[config.mk]
export PLATFORM = sky130hd
export DESIGN_NAME = rx_pend_bank
export DESIGN_NICKNAME = d
export VERILOG_FILES = /design/src/rtl/rxp_pkg.sv /design/src/rtl/rxp_flag_bank.sv /design/src/rtl/rxp_mask_reg.sv /design/src/rtl/rxp_summary.sv /design/src/rtl/rx_pend_bank.sv
export SDC_FILE = /design/constraint.sdc
export NUM_CORES = 1
export LEC_CHECK = 0
export BUFFER_PORTS_ARGS = -buffer_cell sky130_fd_sc_hd__buf_2
export CAP_MARGIN = 0
export CORE_MARGIN = 10
export CORE_UTILIZATION = 58
export DETAILED_ROUTE_END_ITERATION = 10
export HOLD_SLACK_MARGIN = 0.02
export PLACE_DENSITY_LB_ADDON = 0.3
export SYNTH_ARGS = -nofsm -noshare
export SYNTH_HDL_FRONTEND = slang
export SYNTH_SLANG_ARGS = --single-unit
[constraint.sdc]
create_clock -name clk -period 1.75 [get_ports clk]
set_clock_uncertainty 0.05 [all_clocks]
set_input_delay 0.175 -clock clk [delete_from_list [all_inputs] [get_ports clk]]
set_output_delay 0.175 -clock clk [all_outputs]
set_load 0.02 [all_outputs]
[src/rtl/rxp_pkg.sv]
package rxp_pkg;
  typedef enum logic {FRM_DATA = 1'b0, FRM_REMOTE = 1'b1} rxp_frame_e;
  localparam int unsigned SUM_DAT_BIT = 0;
  localparam int unsigned SUM_RMT_BIT = 1;
endpackage

[src/rtl/rxp_flag_bank.sv]
// Set-dominant write-one-to-clear flag vector.
module rxp_flag_bank #(
  parameter int unsigned N = 32
) (
  input  logic         clk,
  input  logic         rst_n,
  input  logic [N-1:0] set_vec,
  input  logic [N-1:0] clr_vec,
  output logic [N-1:0] flags
);
  always_ff @(posedge clk or negedge rst_n) begin
    if (!rst_n) flags <= '0;
    else        flags <= (flags & ~clr_vec) | set_vec;
  end
endmodule

[src/rtl/rxp_mask_reg.sv]
// Mask vector written in register-width slices.
module rxp_mask_reg #(
  parameter int unsigned N       = 32,
  parameter int unsigned W       = 16,
  localparam int unsigned HALVES = N / W
) (
  input  logic              clk,
  input  logic              rst_n,
  input  logic [HALVES-1:0] we,
  input  logic [W-1:0]      wdata,
  output logic [N-1:0]      q
);
  for (genvar h = 0; h < HALVES; h++) begin : g_slice
    always_ff @(posedge clk or negedge rst_n) begin
      if (!rst_n)     q[h*W +: W] <= '1;
      else if (we[h]) q[h*W +: W] <= wdata;
    end
  end
endmodule

[src/rtl/rxp_summary.sv]
// Summary flag: set while any unmasked bit pends, cleared by write-one.
module rxp_summary #(
  parameter int unsigned N = 32
) (
  input  logic         clk,
  input  logic         rst_n,
  input  logic [N-1:0] pend,
  input  logic [N-1:0] mask,
  input  logic         clr,
  output logic         flag
);
  logic hit;
  assign hit = |(pend & ~mask);

  always_ff @(posedge clk or negedge rst_n) begin
    if (!rst_n) flag <= 1'b0;
    else        flag <= (flag & ~clr) | hit;
  end
endmodule

[src/rtl/rx_pend_bank.sv]
module rx_pend_bank
  import rxp_pkg::*;
#(
  parameter int unsigned NUM_MBX  = 32,
  parameter int unsigned REG_W    = 16,
  localparam int unsigned IDX_W    = $clog2(NUM_MBX),
  localparam int unsigned NUM_HALF = NUM_MBX / REG_W,
  localparam int unsigned ADDR_W   = $clog2(3 * NUM_HALF + 2)
) (
  input  logic               clk,
  input  logic               rst_n,
  input  logic               evt_valid,
  input  logic [IDX_W-1:0]   evt_mbx,
  input  logic               evt_frame,
  input  logic [NUM_MBX-1:0] rmt_cfg,
  input  logic [ADDR_W-1:0]  bus_addr,
  input  logic               bus_wr,
  input  logic [REG_W-1:0]   bus_wdata,
  output logic [REG_W-1:0]   bus_rdata,
  output logic               irq_data,
  output logic               irq_rmt
);
  localparam int unsigned DAT_BASE = 0;
  localparam int unsigned RMT_BASE = NUM_HALF;
  localparam int unsigned MSK_BASE = 2 * NUM_HALF;
  localparam int unsigned SUM_ADDR = 3 * NUM_HALF;
  localparam int unsigned GMS_ADDR = 3 * NUM_HALF + 1;

  logic [NUM_MBX-1:0]  set_dat, set_rmt, clr_dat, clr_rmt;
  logic [NUM_MBX-1:0]  dat_flags, rmt_flags, mbx_mask;
  logic [NUM_HALF-1:0] mask_we;
  logic                sum_dat, sum_rmt;
  logic                clr_sum_dat, clr_sum_rmt;
  logic [1:0]          gmask;
  logic [REG_W-1:0]    rd_next;
  logic                is_rmt;

  assign is_rmt = (evt_frame == FRM_REMOTE);

  // Event decode and write-one-to-clear decode, one slice per mailbox.
  for (genvar i = 0; i < NUM_MBX; i++) begin : g_mbx
    localparam int unsigned H = i / REG_W;
    localparam int unsigned B = i % REG_W;
    logic hit_i;
    assign hit_i      = evt_valid && (evt_mbx == IDX_W'(i));
    assign set_dat[i] = hit_i && !is_rmt;
    assign set_rmt[i] = hit_i && is_rmt && rmt_cfg[i];
    assign clr_dat[i] = bus_wr && (bus_addr == ADDR_W'(DAT_BASE + H)) && bus_wdata[B];
    assign clr_rmt[i] = bus_wr && (bus_addr == ADDR_W'(RMT_BASE + H)) && bus_wdata[B];
  end

  for (genvar h = 0; h < NUM_HALF; h++) begin : g_mwe
    assign mask_we[h] = bus_wr && (bus_addr == ADDR_W'(MSK_BASE + h));
  end

  assign clr_sum_dat = bus_wr && (bus_addr == ADDR_W'(SUM_ADDR)) && bus_wdata[SUM_DAT_BIT];
  assign clr_sum_rmt = bus_wr && (bus_addr == ADDR_W'(SUM_ADDR)) && bus_wdata[SUM_RMT_BIT];

  rxp_flag_bank #(.N(NUM_MBX)) u_dat_bank (
    .clk(clk), .rst_n(rst_n), .set_vec(set_dat), .clr_vec(clr_dat), .flags(dat_flags));

  rxp_flag_bank #(.N(NUM_MBX)) u_rmt_bank (
    .clk(clk), .rst_n(rst_n), .set_vec(set_rmt), .clr_vec(clr_rmt), .flags(rmt_flags));

  rxp_mask_reg #(.N(NUM_MBX), .W(REG_W)) u_mask (
    .clk(clk), .rst_n(rst_n), .we(mask_we), .wdata(bus_wdata), .q(mbx_mask));

  rxp_summary #(.N(NUM_MBX)) u_sum_dat (
    .clk(clk), .rst_n(rst_n), .pend(dat_flags), .mask(mbx_mask),
    .clr(clr_sum_dat), .flag(sum_dat));

  rxp_summary #(.N(NUM_MBX)) u_sum_rmt (
    .clk(clk), .rst_n(rst_n), .pend(rmt_flags), .mask(mbx_mask),
    .clr(clr_sum_rmt), .flag(sum_rmt));

  always_ff @(posedge clk or negedge rst_n) begin
    if (!rst_n) gmask <= 2'b11;
    else if (bus_wr && (bus_addr == ADDR_W'(GMS_ADDR)))
      gmask <= {bus_wdata[SUM_RMT_BIT], bus_wdata[SUM_DAT_BIT]};
  end

  assign irq_data = sum_dat && !gmask[0];
  assign irq_rmt  = sum_rmt && !gmask[1];

  always_comb begin
    rd_next = '0;
    for (int unsigned h = 0; h < NUM_HALF; h++) begin
      if (bus_addr == ADDR_W'(DAT_BASE + h)) rd_next = dat_flags[h*REG_W +: REG_W];
      if (bus_addr == ADDR_W'(RMT_BASE + h)) rd_next = rmt_flags[h*REG_W +: REG_W];
      if (bus_addr == ADDR_W'(MSK_BASE + h)) rd_next = mbx_mask[h*REG_W +: REG_W];
    end
    if (bus_addr == ADDR_W'(SUM_ADDR)) begin
      rd_next[SUM_DAT_BIT] = sum_dat;
      rd_next[SUM_RMT_BIT] = sum_rmt;
    end
    if (bus_addr == ADDR_W'(GMS_ADDR)) begin
      rd_next[SUM_DAT_BIT] = gmask[0];
      rd_next[SUM_RMT_BIT] = gmask[1];
    end
  end

  always_ff @(posedge clk or negedge rst_n) begin
    if (!rst_n) bus_rdata <= '0;
    else        bus_rdata <= rd_next;
  end
endmodule

; Yosys cells after proc, flatten, opt, wreduce, memory -nomap -nowiden
; Index checks and enable logic that the tools add are counted.
[totals]
register_bits = 116
output_inout_bits = 18
input_bits = 61
[classes]
bitwise = 15
n_eq_ne = 38
mux = 8
reduce_logical = 211
[op_table]
columns = operator, count
row1 = logical AND 1 bit, 204
row2 = AND 32 bit, 4
row3 = 2-to-1 mux 16 bit, 6
row4 = inverter 32 bit, 3
row5 = "== test 5 bit, second input constant", 16
row6 = bitwise OR 32 bit, 2
row7 = OR reduction 32 bit, 2
row8 = "== test 5 x 4 -> 1 bit, second input constant", 8
row9 = "== test 5 x 3 -> 1 bit, second input constant", 4
row10 = "== test 3 bit, second input constant", 4
row11 = "== test 5 x 2 -> 1 bit, second input constant", 2
row12 = "== test 3 x 2 -> 1 bit, second input constant", 2
row13 = "== test 5 x 1 -> 1 bit, second input constant", 1
row14 = logical NOT 5 bit, 1
row15 = 2-to-1 mux 2 bit, 2
row16 = "== test 3 x 1 -> 1 bit, second input constant", 1
row17 = logical NOT 1 bit, 3
row18 = logical NOT 3 bit, 1
row19 = AND 1 bit, 2
row20 = inverter 1 bit, 2
row21 = bitwise OR 1 bit, 2

; Logic depth before layout (Yosys ltp)
; Gate-level depths: netlist of run 1.
[depth]
depth_word = 9
mapped_depth = 7
mapped_depth_nobuf = 4

; Cells and area by module
; A second synthesis of run 1 with hierarchy kept.
[hier_totals]
hier_cells = 703
area_unflattened_um2 = 6812.8
[modules_own_cells]
columns = mod, cells_per_inst, area_per_inst_um2, seq_area_each_um2, instances
row1 = rx_pend_bank, 343, 2568.7, 452.9, 1
row2 = rxp_flag_bank, 96, 1161.1, 800.8, 2
row3 = rxp_mask_reg, 68, 1338.8, 840.8, 1
row4 = rxp_summary, 50, 291.5, 25.0, 2

; Worst setup path after synthesis of run 1
; Ideal clock, no wire load.
[synth_timing]
path_type = input to register
start = input bus_addr[0]
end = register u_mask.q[10]
stages = 4
arrival_time_ns = 1.237
slack_ns = 0.381
n_path_buf = 1
required_time_ns = 1.618
cell_sequence = nand2b_2 -> nor3b_4 -> buf_8 -> mux2_2
[synth_between]
elab_chain_cells = 2
[synth_lines]
columns = item, line
row1 = start: declaration, rx_pend_bank.sv:16  ; input logic [ADDR_W-1:0] bus_addr,
row2 = == test 3 bit, rx_pend_bank.sv:53  ; assign mask_we[h] = bus_wr && (bus_addr == ADDR_W'(MSK_BASE + h));
row3 = logical AND 1 bit, rx_pend_bank.sv:53
row4 = end signal: indexed assignment, rxp_mask_reg.sv:16  ; else if (we[h]) q[h*W +: W] <= wdata;
row5 = end: declaration, rxp_mask_reg.sv:11  ; output logic [N-1:0] q
; Every way passes these cells.
; A chain may end at the register's enable or synchronous reset.

; Worst setup path after layout of run 1
[layout_timing]
start = input evt_mbx[4]
end = register u_rmt_bank.flags[6]
[layout_between]
elab_chain_cells = 5
[layout_lines]
columns = item, line
row1 = start: declaration, rx_pend_bank.sv:13  ; input logic [IDX_W-1:0] evt_mbx,
row2 = == test 5 x 3 -> 1 bit, rx_pend_bank.sv:45  ; assign hit_i = evt_valid && (evt_mbx == IDX_W'(i));
row3 = logical AND 1 bit, rx_pend_bank.sv:45
row4 = logical AND 1 bit (2 in series), rx_pend_bank.sv:47  ; assign set_rmt[i] = hit_i && is_rmt && rmt_cfg[i];
row5 = bitwise OR 32 bit, rxp_flag_bank.sv:13  ; else flags <= (flags & ~clr_vec) | set_vec;
row6 = end signal: assignment, rxp_flag_bank.sv:13
row7 = end: declaration, rxp_flag_bank.sv:9  ; output logic [N-1:0] flags
; Every way passes these cells.

==> parameters.txt, run 1 <==
Parameter                              Value

Run status
  Outcome ... finished, final reports clean

Synth
  Post-Syn Area per Cell ... 10.2 um^2
  Prevailing post-synth register cell ... sky130_fd_sc_hd__dfrtp_1
  Synth Instances ... between 500 and 600
  Post-synthesis async set-or-reset flop share ... 100%
  Total of flip-flops plus latches after synthesis ... 116
  Count of cell types in the netlist ... 41
  Sequential element share of the synthesized area ... between 40% and 50%
  Post-synth net total ... approximately 640
  Cell area after synthesis ... 5920 um^2
  Yosys Warn Count ... 0
  Number of enable flip-flop cells after synthesis ... 0

STA
  Final period util ... 93.8%
  Unrepaired setup endpoints after global routing ... false
  Final setup violation count ... 0
  Slew at the pin closest to its max-slew limit ... 1.02 ns
  Maximum clock rate ... slightly above 600 MHz
  Final sum of negative setup slack ... 0 ns
  Final max-slew violation count ... 0
  Worst slew margin ... ~32%
  Final min period ... 1.64 ns
  Final hold violation count ... 0

Min path
  Hold Startpoint ... bus_wr
  Class of the worst hold path ... in2reg
  Worst Hold Path EP ... gmask[1]
  Number of cells on the worst hold path ... 3

Die
  Die span in y ... 121 um
  # IOs ... about 80
  Die Footprint ... 14,600 um^2
  CORE AREA ... 9860 um^2
  Row cnt ... 36
  Effective utilization at floorplan ... between 60% and 70%
  X dimension of the die ... approximately 120 um

Worst setup path
  Nature of the critical path endpoint ... register
  Worst reg2reg path startpoint ... u_mask.q[13]
  R2r setup slk ... between 0.15 and 0.2 ns
  Worst EP arrival ... 2.07 ns
  Endpoint required time on the critical path ... approximately 2.2 ns
  Type of element launching the critical path ... input port
  Worst Setup Path Type ... in2reg
  Worst r2r path cells ... 4
  Maximum fanout count along the critical path ... 16
  R2R Path End ... u_sum_dat.flag

Detailed routing
  Count of vias placed by the detailed router ... ~5,700
  WL/cell ... 22.4 um
  Detailed Route Iter0 Violations ... 781
  Sum of routed wire length over all layers ... about 20,000 um
  DRC viols ... 0
  Detailed Routing Iterations Pass 1 ... 5
  Via density per instance ... approximately 6.3
  Number of nets still failing antenna checks after routing ... 0

Pwr
  Portion of total power attributed to combinational logic ... 20.2%
  Internal Pwr Total ... 0.00630 W
  P per Cell Area ... 1100 nW/um^2
  Clock Power Share ... 38.0%
  Switching Power ... around 0.0025 W
  Static leakage ... ~3.6 nW
  Switching power as a share of total power ... 28.2%
  Maximum ir drop on the vdd rail ... 0.859 mV
  Proportion of power drawn by flip-flops and latches ... 41.9%

Clocking
  TritonCTS buffer count ... 17
  TritonCTS clock tree ... yes
  CTS hold repair buffers ... 82
  Count of buffers added by post-CTS timing repair for setup ... 0
  CTS clk-pin slew, worst paths ... ~0.060 ns
  Bufs on Longest Clock Path ... 2
  Clock Latency Late Sink ... about 0.55 ns
  Number of H-tree branching levels ... 4
  Number of resized instances in the post-cts repair step ... 0
  CTS Root Cell ... sky130_fd_sc_hd__clkbuf_8
  Clock sink count ... 116

GRT
  Global-route usage over all layers ... around 29%
  GR Overflow Total ... 0
  Via count of the first global-routing pass ... 5,940
  Global-route wire length before repair ... 32,600 um
  Initial antenna violation count ... 0
  Pin count of the biggest net entering global routing ... 40

Cells and area
  Syn-to-layout area delta ... 35.2%
  Core occupancy in the finished layout ... 81.1%
  Most frequent cells in the layout ... sky130_fd_sc_hd__dfrtp_1, sky130_fd_sc_hd__dlygate4sd3_1, sky130_fd_sc_hd__buf_2, sky130_fd_sc_hd__nand2_1, sky130_fd_sc_hd__inv_1
  Proportion of layout cells with a drive suffix above 1 ... 28.5%
  Number of nets in the layout ... 819
  # diodes ... 0

Place
  Number of buffers added on ports ... 78
  Final weighted congestion in routability-driven placement ... 0.981
  Post-DP HPWL ... 13,200 um

Run
  Reported max-cap violation count ... 0
## cells in the mapped netlist (8+ instances only)
cell | number | area [um^2]
sky130_fd_sc_hd__nor3_1 | 8 | 40.0
sky130_fd_sc_hd__inv_1 | 59 | 221
sky130_fd_sc_hd__nor2_1 | 40 | 150
sky130_fd_sc_hd__a21oi_1 | 38 | 190
sky130_fd_sc_hd__nand2b_1 | 10 | 62.6
sky130_fd_sc_hd__dfrtp_1 | 82 | 2050
sky130_fd_sc_hd__a211oi_1 | 14 | 105
sky130_fd_sc_hd__a22o_1 | 32 | 280
sky130_fd_sc_hd__a32o_1 | 24 | 240
sky130_fd_sc_hd__o22ai_1 | 28 | 175
sky130_fd_sc_hd__mux2_2 | 34 | 383
sky130_fd_sc_hd__nand2_1 | 64 | 240
sky130_fd_sc_hd__mux2i_1 | 30 | 300
sky130_fd_sc_hd__buf_4 | 8 | 60.1
sky130_fd_sc_hd__dfstp_2 | 34 | 893
sky130_fd_sc_hd__clkbuf_1 | 10 | 37.5
## power by group through the flow
stage / sequential (W) / combinational (W) / clock, W
floorplan: 0.00359 / 0.000951 / 0
global placement: 0.00365 / 0.00146 / 0
detailed placement: 0.00367 / 0.00151 / 0
CTS: 0.00364 / 0.00173 / 0.00335
global route: 0.00371 / 0.00192 / 0.00347
finish: 0.00367 / 0.00177 / 0.00333
## cells by family after synthesis
| family | share of synthesized area, % |
|---|---|
| compound gates | 19.4 |
| simple gates | 12.4 |
| flops | 49.8 |
| buf+inv | 6.81 |
| mux | 11.5 |
## worst max path at each step
stage	startpoint	endpoint	slack, ns
2_1_floorplan	bus_addr[0]	u_mask.q[10]	0.38
3_3_place_gp	bus_addr[2]	u_sum_dat.flag	0.24
3_5_place_dp	bus_addr[2]	u_sum_dat.flag	0.08
4_1_cts	evt_mbx[4]	u_rmt_bank.flags[9]	0.20
5_1_grt	u_mask.q[13]	u_sum_dat.flag	0.02
6_report	evt_mbx[4]	u_rmt_bank.flags[6]	0.11
## worst max-delay path, cell delays in order
cell and delay [ns]:
sky130_fd_sc_hd__buf_2 0.13, sky130_fd_sc_hd__and3b_1 0.89, sky130_fd_sc_hd__a32o_1 0.29, sky130_fd_sc_hd__dlygate4sd3_1 0.57
## per-stage QoR
stage	setup slack, ns	instances	hold WS [ns]	power, W	instance area [um^2]
floorplan	0.381	578	-0.171	0.00454	5920
global placement	0.236	790	0.136	0.00512	6610
detailed placement	0.0753	790	0.139	0.00518	6610
CTS	0.205	904	0.0344	0.00872	8000
global route	0.0226	904	0.0705	0.00911	8000
finish	0.108	904	0.0377	0.00877	8000
## cell type report
type | count | area (um^2)
Multi-Input combinational cell | 372 | 2570
Clock buffer | 29 | 529
Fill cell | 563 | 1860
Tap cell | 133 | 166
Clock inverter | 3 | 40.0
Timing Repair Buffer | 192 | 1530
Inverter | 59 | 221
Sequential cell | 116 | 2950
## flip-flops by register name (all words and copies together) (netlist names)
| name | count |
|---|---|
| u_sum_dat.flag | 1 |
| u_sum_rmt.flag | 1 |
| u_dat_bank.flags | 32 |
| u_mask.q | 32 |
| u_rmt_bank.flags | 32 |
| gmask | 2 |
| bus_rdata | 16 |
## per-layer routing
metal  track usage [%]  share of wire, %
met1              34.9                38
met5                 0                 0
met2              46.3                48
met4              14.5               3.4
met3              7.82                10
No activity file was read; power rests on OpenSTA's default activity.
==> run 2: changes to the inputs <==
--- a/config.mk
+++ b/config.mk
@@ -8,10 +8,11 @@
 export BUFFER_PORTS_ARGS = -buffer_cell sky130_fd_sc_hd__buf_2
 export CAP_MARGIN = 0
 export CORE_MARGIN = 10
-export CORE_UTILIZATION = 58
+export CORE_UTILIZATION = 59
 export DETAILED_ROUTE_END_ITERATION = 10
 export HOLD_SLACK_MARGIN = 0.02
 export PLACE_DENSITY_LB_ADDON = 0.3
 export SYNTH_ARGS = -nofsm -noshare
 export SYNTH_HDL_FRONTEND = slang
+export SYNTH_HIERARCHICAL = 1
 export SYNTH_SLANG_ARGS = --single-unit
==> run 2 against run 1 <==
  * Worst hold slack got worse by 0.0087 ns
  * Via count rose by 2.5%
  * Maximum frequency rose by 4.5%
  * Core utilization fell by 7.5 points
  * Sequential cell count did not move
  * Combinational power fell by 6%
  * Critical path depth did not move
  * Global-route usage fell by 3.0 points
  * First-iteration DRC count fell by 3.3%
  * Critical endpoint is now u_sum_rmt/flag
  * Largest cell class is now multi-input gates
  * Largest power group unchanged
==> parameters.txt, run 2 <==
Parameter                              Value

Min path
  Hold Startpoint ... rmt_cfg[3]
  Class of the worst hold path ... in2reg

Cells and area
  Number of nets in the layout ... roughly 900
  Fill count ... a little over 800
  Most frequent cells in the layout ... sky130_fd_sc_hd__inv_1, sky130_fd_sc_hd__dfrtp_1, sky130_fd_sc_hd__buf_2, sky130_fd_sc_hd__and2_1, sky130_fd_sc_hd__a21o_1
  Total area of multi-input combinational cells ... 3240 um^2
  Core occupancy in the finished layout ... 73.6%
  Syn-to-layout area delta ... 22.8%
  Proportion of layout cells with a drive suffix above 1 ... 28.8%
  # diodes ... 0
  Registers with the highest flip-flop counts ... u_dat_bank/flags x32, u_mask/q x32, u_rmt_bank/flags x32
  Total area of sequential cells ... roughly 3000 um^2
  Leading cell type in the layout, fill and taps excluded ... sky130_fd_sc_hd__inv_1

Die
  # IOs ... 79
  Die Footprint ... between 15,000 and 20,000 um^2
  Row cnt ... 39
  Effective utilization at floorplan ... 59.9%
  CORE AREA ... 11,400 um^2
  X dimension of the die ... 127 um
  Die span in y ... 127 um

STA
  Worst slew margin ... about half
  Worst hold slack across all endpoints ... 0.0290 ns
  Worst setup slack after layout ... 0.179 ns
  Final min period ... 1.57 ns
  Final hold violation count ... 0
  Maximum clock rate ... between 600 and 700 MHz
  Final max-slew violation count ... 0
  Slew at the pin closest to its max-slew limit ... ~0.72 ns
  Final setup violation count ... 0
  Final sum of negative setup slack ... 0 ns
  Final period util ... 89.8%
  Unrepaired setup endpoints after global routing ... false

Synth
  Number of enable flip-flop cells after synthesis ... 0
  Synth Instances ... around 700
  Top cells by instance count after synthesis ... sky130_fd_sc_hd__inv_1, sky130_fd_sc_hd__dfrtp_1, sky130_fd_sc_hd__a21o_1, sky130_fd_sc_hd__and2_1, sky130_fd_sc_hd__nor2_1
  Sequential element share of the synthesized area ... 43.2%
  Total of flip-flops plus latches after synthesis ... 116
  Area share of the largest cell type after synthesis ... 30.1%
  Yosys Warn Count ... 6
  Cell type with the largest total area after synthesis ... sky130_fd_sc_hd__dfrtp_1
  Post-synthesis async set-or-reset flop share ... 100%
  Count of cell types in the netlist ... 47
  Prevailing post-synth register cell ... sky130_fd_sc_hd__dfrtp_1
  Cell area after synthesis ... 6810 um^2
  Post-synth net total ... ~760
  Post-Syn Area per Cell ... 9.69 um^2
  Top cells by area in the synthesized netlist ... sky130_fd_sc_hd__dfrtp_1, sky130_fd_sc_hd__dfstp_2, sky130_fd_sc_hd__a21o_1, sky130_fd_sc_hd__inv_1, sky130_fd_sc_hd__and2_1
  Cell with the most instances after synthesis ... sky130_fd_sc_hd__inv_1

Pwr
  P per Cell Area ... 1030 nW/um^2
  Static leakage ... 4.26 nW
  Total design power ... 0.00862 W
  Maximum ir drop on the vdd rail ... 0.769 mV

Detailed routing
  Sum of routed wire length over all layers ... 20,800 um
  Number of nets still failing antenna checks after routing ... 0
  Count of vias placed by the detailed router ... 5,825
  Detailed Route Iter0 Violations ... 755
  DRC viols ... 0
  WL/cell ... 21.0 um
  Via density per instance ... 5.88
  Detailed Routing Iterations Pass 1 ... 5

Clocking
  Clock sink count ... ~120
  Clock Latency Late Sink ... ~0.42 ns
  Number of resized instances in the post-cts repair step ... 0
  CTS clk-pin slew, worst paths ... 0.05 ns
  TritonCTS clock tree ... yes
  Bufs on Longest Clock Path ... 2
  TritonCTS buffer count ... 17
  Number of H-tree branching levels ... 4
  CTS Root Cell ... sky130_fd_sc_hd__clkbuf_16

Worst setup path
  First element of the critical path ... u_mask/q[23]
  Worst EP arrival ... approximately 1.8 ns
  Endpoint required time on the critical path ... between 1.5 and 2 ns
  R2r setup slk ... between 0.15 and 0.2 ns
  Worst r2r path cells ... 4
  Timing endpoint of the critical path ... u_sum_rmt/flag
  R2R Path End ... u_sum_rmt/flag
  Nature of the critical path endpoint ... register
  Type of element launching the critical path ... register
  Worst Setup Path Type ... reg2reg
  Worst reg2reg path startpoint ... u_mask/q[23]
  Maximum fanout count along the critical path ... 4

Place
  Number of buffers added on ports ... 78
  Final weighted congestion in routability-driven placement ... 0.941
  Post-DP HPWL ... 14,300 um
  Pre-CTS worst setup slack ... 0.161 ns

GRT
  GR Overflow Total ... 0
  Pin count of the biggest net entering global routing ... between 40 and 50
  Global-route usage over all layers ... 25.9%
  Initial antenna violation count ... 1
  Global-route wire length before repair ... between 30,000 and 40,000 um
  Via count of the first global-routing pass ... 6,049

Run status
  Outcome ... finished, final reports clean

Run
  Reported max-cap violation count ... 0
## run 2: cell types whose count changed after synthesis, moves of 32 or more
cell / before / now
sky130_fd_sc_hd__a21o_1: 0 / 64
sky130_fd_sc_hd__a21oi_1: 38 / 1
sky130_fd_sc_hd__a22o_1: 32 / 0
sky130_fd_sc_hd__and2_1: 0 / 64
sky130_fd_sc_hd__and3_1: 1 / 33
sky130_fd_sc_hd__inv_1: 59 / 107
## run 2: area by class of cell
type / instances / share of cell area [%]
Clock buffer: 28 / 6.30
Clock inverter: 4 / 0.538
Inverter: 108 / 4.85
Multi-Input combinational cell: 448 / 38.7
Sequential cell: 116 / 35.2
Tap cell: 143 / 2.14
Timing Repair Buffer: 144 / 12.2
## run 2: layer usage
metal  GRT usage, %  vias to the layer above  part of all wire (%)
met4           12.9                        0                   4.0
met5              0                        -                     0
li1               -                     2623                     -
met2           42.6                      302                    49
met3           6.62                       67                   7.7
met1           30.7                     2833                    40
## run 2: worst min path at each step
stage	depth (start not counted)	endpoint
after floorplan	0	bus_rdata[0]
after global placement	1	bus_rdata[9]
after detailed placement	1	bus_rdata[9]
after CTS	3	u_rmt_bank/flags[3]
after global routing	3	u_rmt_bank/flags[16]
final	3	u_rmt_bank/flags[3]
## run 2: timing repair
action	CTS	global route
hold buffers	34	0
setup endpoints to repair	0	0
hold endpoints to repair	132	0
buffers inserted	0	0
## run 2: stage by stage
step                instance area, um^2  cells
detailed placement                 7450    925
finish                             8370    991
CTS                                8370    991
global placement                   7450    925
global route                       8370    991
floorplan                          6810    703
## run 2: worst max-delay path, stage by stage, from the launching register on
cell                        delay [ns]
sky130_fd_sc_hd__dfstp_2          0.54
sky130_fd_sc_hd__nand2b_1         0.16
sky130_fd_sc_hd__o2111ai_1        0.17
sky130_fd_sc_hd__nor4_1           0.37
sky130_fd_sc_hd__nand4_1          0.13
## run 2: where the power goes
group	internal (W)	total, W	switching, W
registers	0.00323	0.00360	0.000368
clock network	0.00217	0.00336	0.00119
logic	0.000858	0.00167	0.000810
## run 2: cell families after synthesis
group                  share of synthesized area, %
AO/OA/AOI/OAI                                  14.1
buffers and inverters                          9.29
multiplexers                                   12.4
AND/OR/NAND/NOR                                21.0
flip-flops                                     43.2
